**config.mk**
```make
export PLATFORM = sky130hd
export DESIGN_NAME = smb_reg_slave
export DESIGN_NICKNAME = d
export VERILOG_FILES = /design/src/rtl/smb_pkg.sv /design/src/rtl/smb_line_sync.sv /design/src/rtl/smb_regfile.sv /design/src/rtl/smb_proto.sv /design/src/rtl/smb_reg_slave.sv
export SDC_FILE = /design/constraint.sdc
export NUM_CORES = 1
export LEC_CHECK = 0
export BUFFER_PORTS_ARGS = -buffer_cell sky130_fd_sc_hd__buf_4
export CELL_PAD_IN_SITES_DETAIL_PLACEMENT = 0
export CELL_PAD_IN_SITES_GLOBAL_PLACEMENT = 1
export CORE_MARGIN = 5
export CORE_UTILIZATION = 46
export CTS_BUF_LIST = sky130_fd_sc_hd__clkbuf_8 sky130_fd_sc_hd__clkbuf_16
export CTS_CLUSTER_SIZE = 24
export DETAILED_ROUTE_END_ITERATION = 8
export HOLD_SLACK_MARGIN = 0.1
export PLACE_DENSITY_LB_ADDON = 0.1
export SYNTH_ARGS = -nofsm -noshare
export SYNTH_HDL_FRONTEND = slang
export SYNTH_SLANG_ARGS = --single-unit
```
**constraint.sdc**
```tcl
create_clock -name clk -period 1.9 [get_ports clk]
set_input_delay 0.38 -clock clk [delete_from_list [all_inputs] [get_ports clk]]
set_output_delay 0.38 -clock clk [all_outputs]
set_load 0.01 [all_outputs]
```
**src/rtl/smb_pkg.sv**
```systemverilog
package smb_pkg;
  localparam int BYTE_W   = 8;
  localparam int SADDR_W  = 7;
  localparam int PIN_W    = 5;
  localparam logic [1:0]         FIXED_HI  = 2'b10;
  localparam logic [SADDR_W-1:0] BCAST_ADR = 7'b1011111;
  localparam logic [SADDR_W-1:0] ALERT_ADR = 7'b0001100;

  typedef enum logic [2:0] {
    ST_IDLE, ST_ADDR, ST_RX, ST_ACKW, ST_ACK, ST_TX, ST_MACK, ST_IGN
  } bus_state_t;

  typedef enum logic [1:0] { PH_CMD, PH_D1, PH_D2 } rx_phase_t;

  typedef enum logic [1:0] { MD_OWN, MD_BCAST, MD_ALERT } xfer_mode_t;
endpackage

```
**src/rtl/smb_line_sync.sv**
```systemverilog
module smb_line_sync #(
  parameter int STAGES = 2
) (
  input  logic clk,
  input  logic rst,
  input  logic scl_raw,
  input  logic sda_raw,
  output logic sda_s,
  output logic scl_rise,
  output logic scl_fall,
  output logic start_det,
  output logic stop_det
);
  logic [STAGES-1:0] scl_pipe, sda_pipe;
  logic scl_q, sda_q, scl_s;

  always_ff @(posedge clk) begin
    if (rst) begin
      scl_pipe <= '1;
      sda_pipe <= '1;
      scl_q    <= 1'b1;
      sda_q    <= 1'b1;
    end else begin
      scl_pipe <= {scl_pipe[STAGES-2:0], scl_raw};
      sda_pipe <= {sda_pipe[STAGES-2:0], sda_raw};
      scl_q    <= scl_s;
      sda_q    <= sda_s;
    end
  end

  assign scl_s     = scl_pipe[STAGES-1];
  assign sda_s     = sda_pipe[STAGES-1];
  assign scl_rise  = scl_s & ~scl_q;
  assign scl_fall  = ~scl_s & scl_q;
  assign start_det = scl_s & scl_q & sda_q & ~sda_s;
  assign stop_det  = scl_s & scl_q & ~sda_q & sda_s;
endmodule

```
**src/rtl/smb_regfile.sv**
```systemverilog
module smb_regfile #(
  parameter int         PTR_W    = 3,
  parameter int         DW       = 8,
  parameter logic [7:0] RST0     = 8'h01,
  parameter int         BCAST_BIT = 0
) (
  input  logic             clk,
  input  logic             rst,
  input  logic             we,
  input  logic [PTR_W-1:0] waddr,
  input  logic [DW-1:0]    wdata,
  input  logic [PTR_W-1:0] raddr,
  output logic [DW-1:0]    rdata,
  output logic             bcast_en
);
  localparam int NREG = 1 << PTR_W;
  logic [DW-1:0] mem [NREG];

  always_ff @(posedge clk) begin
    if (rst) begin
      for (int i = 0; i < NREG; i++) mem[i] <= (i == 0) ? DW'(RST0) : '0;
    end else if (we) begin
      mem[waddr] <= wdata;
    end
  end

  assign rdata    = mem[raddr];
  assign bcast_en = mem[0][BCAST_BIT];
endmodule

```
**src/rtl/smb_proto.sv**
```systemverilog
module smb_proto
  import smb_pkg::*;
#(
  parameter int PTR_W = 3
) (
  input  logic              clk,
  input  logic              rst,
  input  logic              sda_s,
  input  logic              scl_rise,
  input  logic              scl_fall,
  input  logic              start_det,
  input  logic              stop_det,
  input  logic [PIN_W-1:0]  pin_addr,
  input  logic              alert_active,
  input  logic              bcast_en,
  input  logic [BYTE_W-1:0] rd_data,
  output logic [PTR_W-1:0]  ptr,
  output logic              wr_en,
  output logic [BYTE_W-1:0] wr_data,
  output logic              sda_oe,
  output logic              alert_clear
);
  bus_state_t  state;
  rx_phase_t   rxph;
  xfer_mode_t  mode, md_next;
  logic [3:0]        bitcnt;
  logic [BYTE_W-1:0] sh, byte_in, tx_byte;
  logic              tgt_tx;
  logic [SADDR_W-1:0] a7, own_adr;
  logic rw, bcast_hit, own_hit, alert_hit, accept;

  assign byte_in   = {sh[BYTE_W-2:0], sda_s};
  assign a7        = byte_in[BYTE_W-1:1];
  assign rw        = byte_in[0];
  assign own_adr   = {FIXED_HI, pin_addr};
  assign bcast_hit = (a7 == BCAST_ADR);
  assign own_hit   = !bcast_hit && (a7 == own_adr);
  assign alert_hit = (a7 == ALERT_ADR) && rw && alert_active;
  assign accept    = (bcast_hit && !rw && bcast_en) || own_hit || alert_hit;

  always_comb begin
    if (alert_hit)      md_next = MD_ALERT;
    else if (bcast_hit) md_next = MD_BCAST;
    else                md_next = MD_OWN;
  end

  assign tx_byte = (mode == MD_ALERT) ? {own_adr, 1'b1} : rd_data;

  always_ff @(posedge clk) begin
    if (rst) begin
      state       <= ST_IDLE;
      rxph        <= PH_CMD;
      mode        <= MD_OWN;
      bitcnt      <= '0;
      sh          <= '0;
      tgt_tx      <= 1'b0;
      ptr         <= '0;
      wr_en       <= 1'b0;
      wr_data     <= '0;
      sda_oe      <= 1'b0;
      alert_clear <= 1'b0;
    end else begin
      wr_en       <= 1'b0;
      alert_clear <= 1'b0;
      if (stop_det) begin
        state  <= ST_IDLE;
        sda_oe <= 1'b0;
      end else if (start_det) begin
        state  <= ST_ADDR;
        bitcnt <= '0;
        sda_oe <= 1'b0;
      end else begin
        case (state)
          ST_ADDR: if (scl_rise) begin
            sh <= byte_in;
            if (bitcnt == 4'd7) begin
              bitcnt <= '0;
              if (accept) begin
                state       <= ST_ACKW;
                tgt_tx      <= rw;
                rxph        <= PH_CMD;
                mode        <= md_next;
                alert_clear <= own_hit;
              end else begin
                state <= ST_IGN;
              end
            end else begin
              bitcnt <= bitcnt + 4'd1;
            end
          end
          ST_RX: if (scl_rise) begin
            sh <= byte_in;
            if (bitcnt == 4'd7) begin
              bitcnt <= '0;
              state  <= ST_ACKW;
              tgt_tx <= 1'b0;
              case (rxph)
                PH_CMD: begin
                  ptr  <= byte_in[PTR_W-1:0];
                  rxph <= PH_D1;
                end
                PH_D1: begin
                  wr_en   <= 1'b1;
                  wr_data <= byte_in;
                  rxph    <= PH_D2;
                end
                default: rxph <= PH_D2;
              endcase
            end else begin
              bitcnt <= bitcnt + 4'd1;
            end
          end
          ST_ACKW: if (scl_fall) begin
            sda_oe <= 1'b1;
            state  <= ST_ACK;
          end
          ST_ACK: if (scl_fall) begin
            bitcnt <= '0;
            if (tgt_tx) begin
              sda_oe <= ~tx_byte[BYTE_W-1];
              sh     <= {tx_byte[BYTE_W-2:0], 1'b0};
              state  <= ST_TX;
            end else begin
              sda_oe <= 1'b0;
              state  <= ST_RX;
            end
          end
          ST_TX: begin
            if (scl_rise) begin
              bitcnt <= bitcnt + 4'd1;
            end else if (scl_fall) begin
              if (bitcnt == 4'd8) begin
                sda_oe <= 1'b0;
                state  <= ST_MACK;
              end else begin
                sda_oe <= ~sh[BYTE_W-1];
                sh     <= {sh[BYTE_W-2:0], 1'b0};
              end
            end
          end
          ST_MACK: if (scl_rise) begin
            if (mode == MD_ALERT) begin
              alert_clear <= 1'b1;
              state       <= ST_IGN;
            end else if (!sda_s) begin
              state  <= ST_ACK;
              tgt_tx <= 1'b1;
            end else begin
              state <= ST_IGN;
            end
          end
          default: ;
        endcase
      end
    end
  end
endmodule

```
**src/rtl/smb_reg_slave.sv**
```systemverilog
module smb_reg_slave
  import smb_pkg::*;
#(
  parameter int         PTR_W       = 3,
  parameter int         SYNC_STAGES = 2,
  parameter logic [7:0] REG0_RESET  = 8'h01
) (
  input  logic             clk,
  input  logic             rst,
  input  logic             scl_in,
  input  logic             sda_in,
  input  logic [PIN_W-1:0] pin_addr,
  input  logic             alert_active,
  output logic             sda_oe,
  output logic             alert_clear
);
  logic sda_s, scl_rise, scl_fall, start_det, stop_det;
  logic wr_en, bcast_en;
  logic [PTR_W-1:0]  ptr;
  logic [BYTE_W-1:0] wr_data, rd_data;

  smb_line_sync #(.STAGES(SYNC_STAGES)) u_sync (
    .clk(clk), .rst(rst), .scl_raw(scl_in), .sda_raw(sda_in),
    .sda_s(sda_s), .scl_rise(scl_rise), .scl_fall(scl_fall),
    .start_det(start_det), .stop_det(stop_det)
  );

  smb_regfile #(.PTR_W(PTR_W), .DW(BYTE_W), .RST0(REG0_RESET), .BCAST_BIT(0)) u_regs (
    .clk(clk), .rst(rst), .we(wr_en), .waddr(ptr), .wdata(wr_data),
    .raddr(ptr), .rdata(rd_data), .bcast_en(bcast_en)
  );

  smb_proto #(.PTR_W(PTR_W)) u_proto (
    .clk(clk), .rst(rst), .sda_s(sda_s), .scl_rise(scl_rise),
    .scl_fall(scl_fall), .start_det(start_det), .stop_det(stop_det),
    .pin_addr(pin_addr), .alert_active(alert_active), .bcast_en(bcast_en),
    .rd_data(rd_data), .ptr(ptr), .wr_en(wr_en), .wr_data(wr_data),
    .sda_oe(sda_oe), .alert_clear(alert_clear)
  );
endmodule

```
==> results.txt <==
final worst path period share: 95.6%
max-slew violations: 0
CTS tree: built
core footprint: 0.0109 mm2
final setup vio count: 0
nature of the critical path endpoint: flop
Die Area: 0.0135 mm2
GRT overflow: 0
routed length on met3: 730 um
final instance area: 0.00607 mm2
final core utilization: 55.5%
Final Hold Vio Count: 0
Skew-Pair Late Insertion Delay: 0.35 ns
Clock Tree Buf Depth: 2
post-synthesis sequential element count: 107
top layer used by detailed routing: met4
achievable frequency: 551 MHz
area grow syn2layout: 17.4%
antenna violations before repair: 0
Synth async-reset ratio: 0%
Num CTS Buffers: 9
fin nets: 502
top cells by area, synth: edfxtp_1 (37%), dfxtp_1 (17%), and2_1 (7.9%), mux4_2 (7.0%), mux2i_1 (3.3%)
R2R depth: 5
Total Routing Usage GR: 19.6%
hpwl dp: 8.91 mm
Setup WS pre-CTS: 0.0322 ns
worst hold path class: in -> reg
first-pass GRT wire length: 19.5 mm
Setup CP Type: reg -> reg
RSZ-0062 raised after global routing: no
number of synthesized flops with an enable pin: 64
DRC errors left: 0
crit path from: u_proto.sh[0]$_SDFFE_PP0P_
static leakage: 0.00225 uW
reg-to-reg startpoint: u_proto.sh[0]$_SDFFE_PP0P_
die height: 116 um
Worst Tran Pin Value: 0.478 ns
vias in the first global route: 3463
First DRT Iteration DRCs: 337
WL/cell: 19.6 um
Syn Area/Cell: 11.6 um2
number of port buffers: 11
Vias/cell: 5.66
crit path DAT: 2.06 ns
Placed Area: 0.00565 mm2
Setup crit start kind: flop
Synth Cell Area: 0.00517 mm2
DRT Pass-1 Iters: 5
layout cells sized above 1: 23.3%
syn nets: 459
Main synth FF type: edfxtp_1
capturing point of the worst reg2reg path: u_proto.tgt_tx$_SDFFE_PP0P_
row count: 38
wirelength, routed: 12.4 mm
reg2reg setup slack: 0.08 ns
Seq/Total Area, Yosys: 53.8%
initial core utilization: 47.3%
post-synth top area share: 37.1%
status: finished, final reports clean
Ports: 12
synth warn: 0
Hold Slack: 0.209 ns
chip width: 116 um
Num Clock Sinks: 107
Slew Limit Headroom: 68.2%
CTS H-tree lvls: 3
PD cells: 983 mW/mm2
post-route setup slack: 0.0837 ns
final RePlAce weighted congestion: 0.852
largest net degree at the start of global routing: 48
Clock Skew: 0.00674 ns
Worst setup endpoint: u_proto.tgt_tx$_SDFFE_PP0P_
Final ANT Viol Nets: 0
Max Cap Viol: 0
final critical-path required period: 1.82 ns
Netlist cell types: 57
metal2 WL: 5.40 mm
CP Data Required Time: 2.14 ns
via count: 3590
setup tns final: 0 ns
Gate Count Post-Synth: 446
ant diodes: 0
leading area contributor after synthesis: edfxtp_1
clock transition at the registers of the reported paths: 0.07 ns
CTS root buffer: clkbuf_16
Worst Path Max Fanout: 4
met1 wire length: 6.12 mm
Peak VDD IR: 675 uV
==> cells by family (layout without fill, tap and decap cells) <==
group                      count (synthesis)  in the layout  synth area share [%]
and+or+nand+nor                          212            212                  23.6
DFF                                      107            107                  53.8
AOI/OAI and AO/OA                         59             59                  7.93
muxes                                     34             34                  10.5
buffers and inverters                     25             73                  2.44
xor gates and xnor gates                   6              6                  1.02
adders and majority gates                  3              3                 0.726
==> worst min-delay path by stage <==
stage	startpoint	to	slack (ns)	cells past startpoint
after CTS	scl_in	u_sync.scl_pipe[0]$_SDFF_PP1_	0.20	2
after detailed placement	u_sync.sda_pipe[0]$_SDFF_PP1_	u_sync.sda_pipe[1]$_SDFF_PP1_	0.39	1
after global placement	u_sync.sda_pipe[0]$_SDFF_PP1_	u_sync.sda_pipe[1]$_SDFF_PP1_	0.39	1
final	scl_in	u_sync.scl_pipe[0]$_SDFF_PP1_	0.21	2
after global routing	sda_in	u_sync.sda_pipe[0]$_SDFF_PP1_	0.19	2
after floorplan	u_sync.scl_pipe[0]$_SDFF_PP1_	u_sync.scl_pipe[1]$_SDFF_PP1_	0.39	1
==> area by class of cell <==
type	instances	area (um2)
inverters	6	22.5
repair buffers	51	458
multi-input cells	314	2270
well taps	140	175
clock inverters	7	133
clock buffers	9	225
fillers	948	4860
flip-flops and latches	107	2790
==> sequential cells by signal, indices dropped and copies added (netlist names), 2 cells and up, named ones only <==
register,cells
u_regs.mem,64
u_proto.sh,8
u_proto.wr_data,8
u_proto.bitcnt,4
u_proto.ptr,3
u_proto.state,3
u_proto.mode,2
u_proto.rxph,2
u_sync.scl_pipe,2
u_sync.sda_pipe,2
==> critical path: stages, from the launching register on <==
cell      delay, ns
dfxtp_1        0.45
xnor2_1        0.15
nand4_1        0.15
o32a_2         0.37
a211oi_2       0.24
mux2_2         0.35
==> through the flow <==
step | std cells | power (uW)
after global placement | 613 | 3760
after global routing | 634 | 6230
after detailed placement | 613 | 3760
after floorplan | 446 | 3380
final | 634 | 5970
after CTS | 629 | 6000
==> cells in the mapped netlist (2+ instances only) <==
| cell type | count |
|---|---|
| a211oi_1 | 6 |
| a21oi_1 | 22 |
| a22o_1 | 4 |
| and2_1 | 65 |
| and3_1 | 2 |
| buf_2 | 7 |
| buf_4 | 2 |
| buf_6 | 2 |
| clkbuf_1 | 6 |
| dfxtp_1 | 43 |
| edfxtp_1 | 64 |
| ha_1 | 3 |
| inv_1 | 6 |
| mux2i_1 | 17 |
| mux4_2 | 16 |
| nand2_1 | 11 |
| nand2b_1 | 12 |
| nand3_1 | 5 |
| nand3b_1 | 6 |
| nand4_1 | 4 |
| nand4bb_1 | 4 |
| nor2_1 | 45 |
| nor2b_1 | 8 |
| nor3_1 | 21 |
| o21ai_0 | 9 |
| o32a_1 | 2 |
| o32ai_1 | 2 |
| or2_2 | 17 |
| or3_1 | 2 |
| xnor2_1 | 6 |
==> where the power goes <==
group	total (uW)	switching, uW	leakage [uW]	internal (uW)
sequential	2650	96.6	0.00101	2560
clock	2240	827	0.000182	1410
combinational	1080	569	0.00106	513
==> layout by cell type (no fill, tap or decap), types with 8 or more instances in the layout <==
cell / count
nor3_1: 21
o21ai_0: 9
nor2b_1: 8
nand2b_1: 12
or2_2: 16
a21oi_1: 22
buf_4: 45
mux2i_1: 17
inv_1: 8
nand2_1: 11
mux4_2: 16
dfxtp_1: 37
clkbuf_16: 9
and2_1: 64
nor2_1: 45
edfxtp_1: 64
==> what timing repair did <==
action / CTS / global route
hold buffers: 0 / 0
endpoints found under the setup margin: 0 / 19
setup buffers: 0 / 5
gates resized for setup: 0 / 9
==> metal layers <==
| metal | vias up | global-route usage [%] |
|---|---|---|
| met5 | - | 0 |
| met2 | 99 | 28.7 |
| met4 | 0 | 4.41 |
| met1 | 1773 | 29.5 |
| li1 | 1708 | - |
| met3 | 10 | 5.01 |
(Power assumes the default switching activity.)
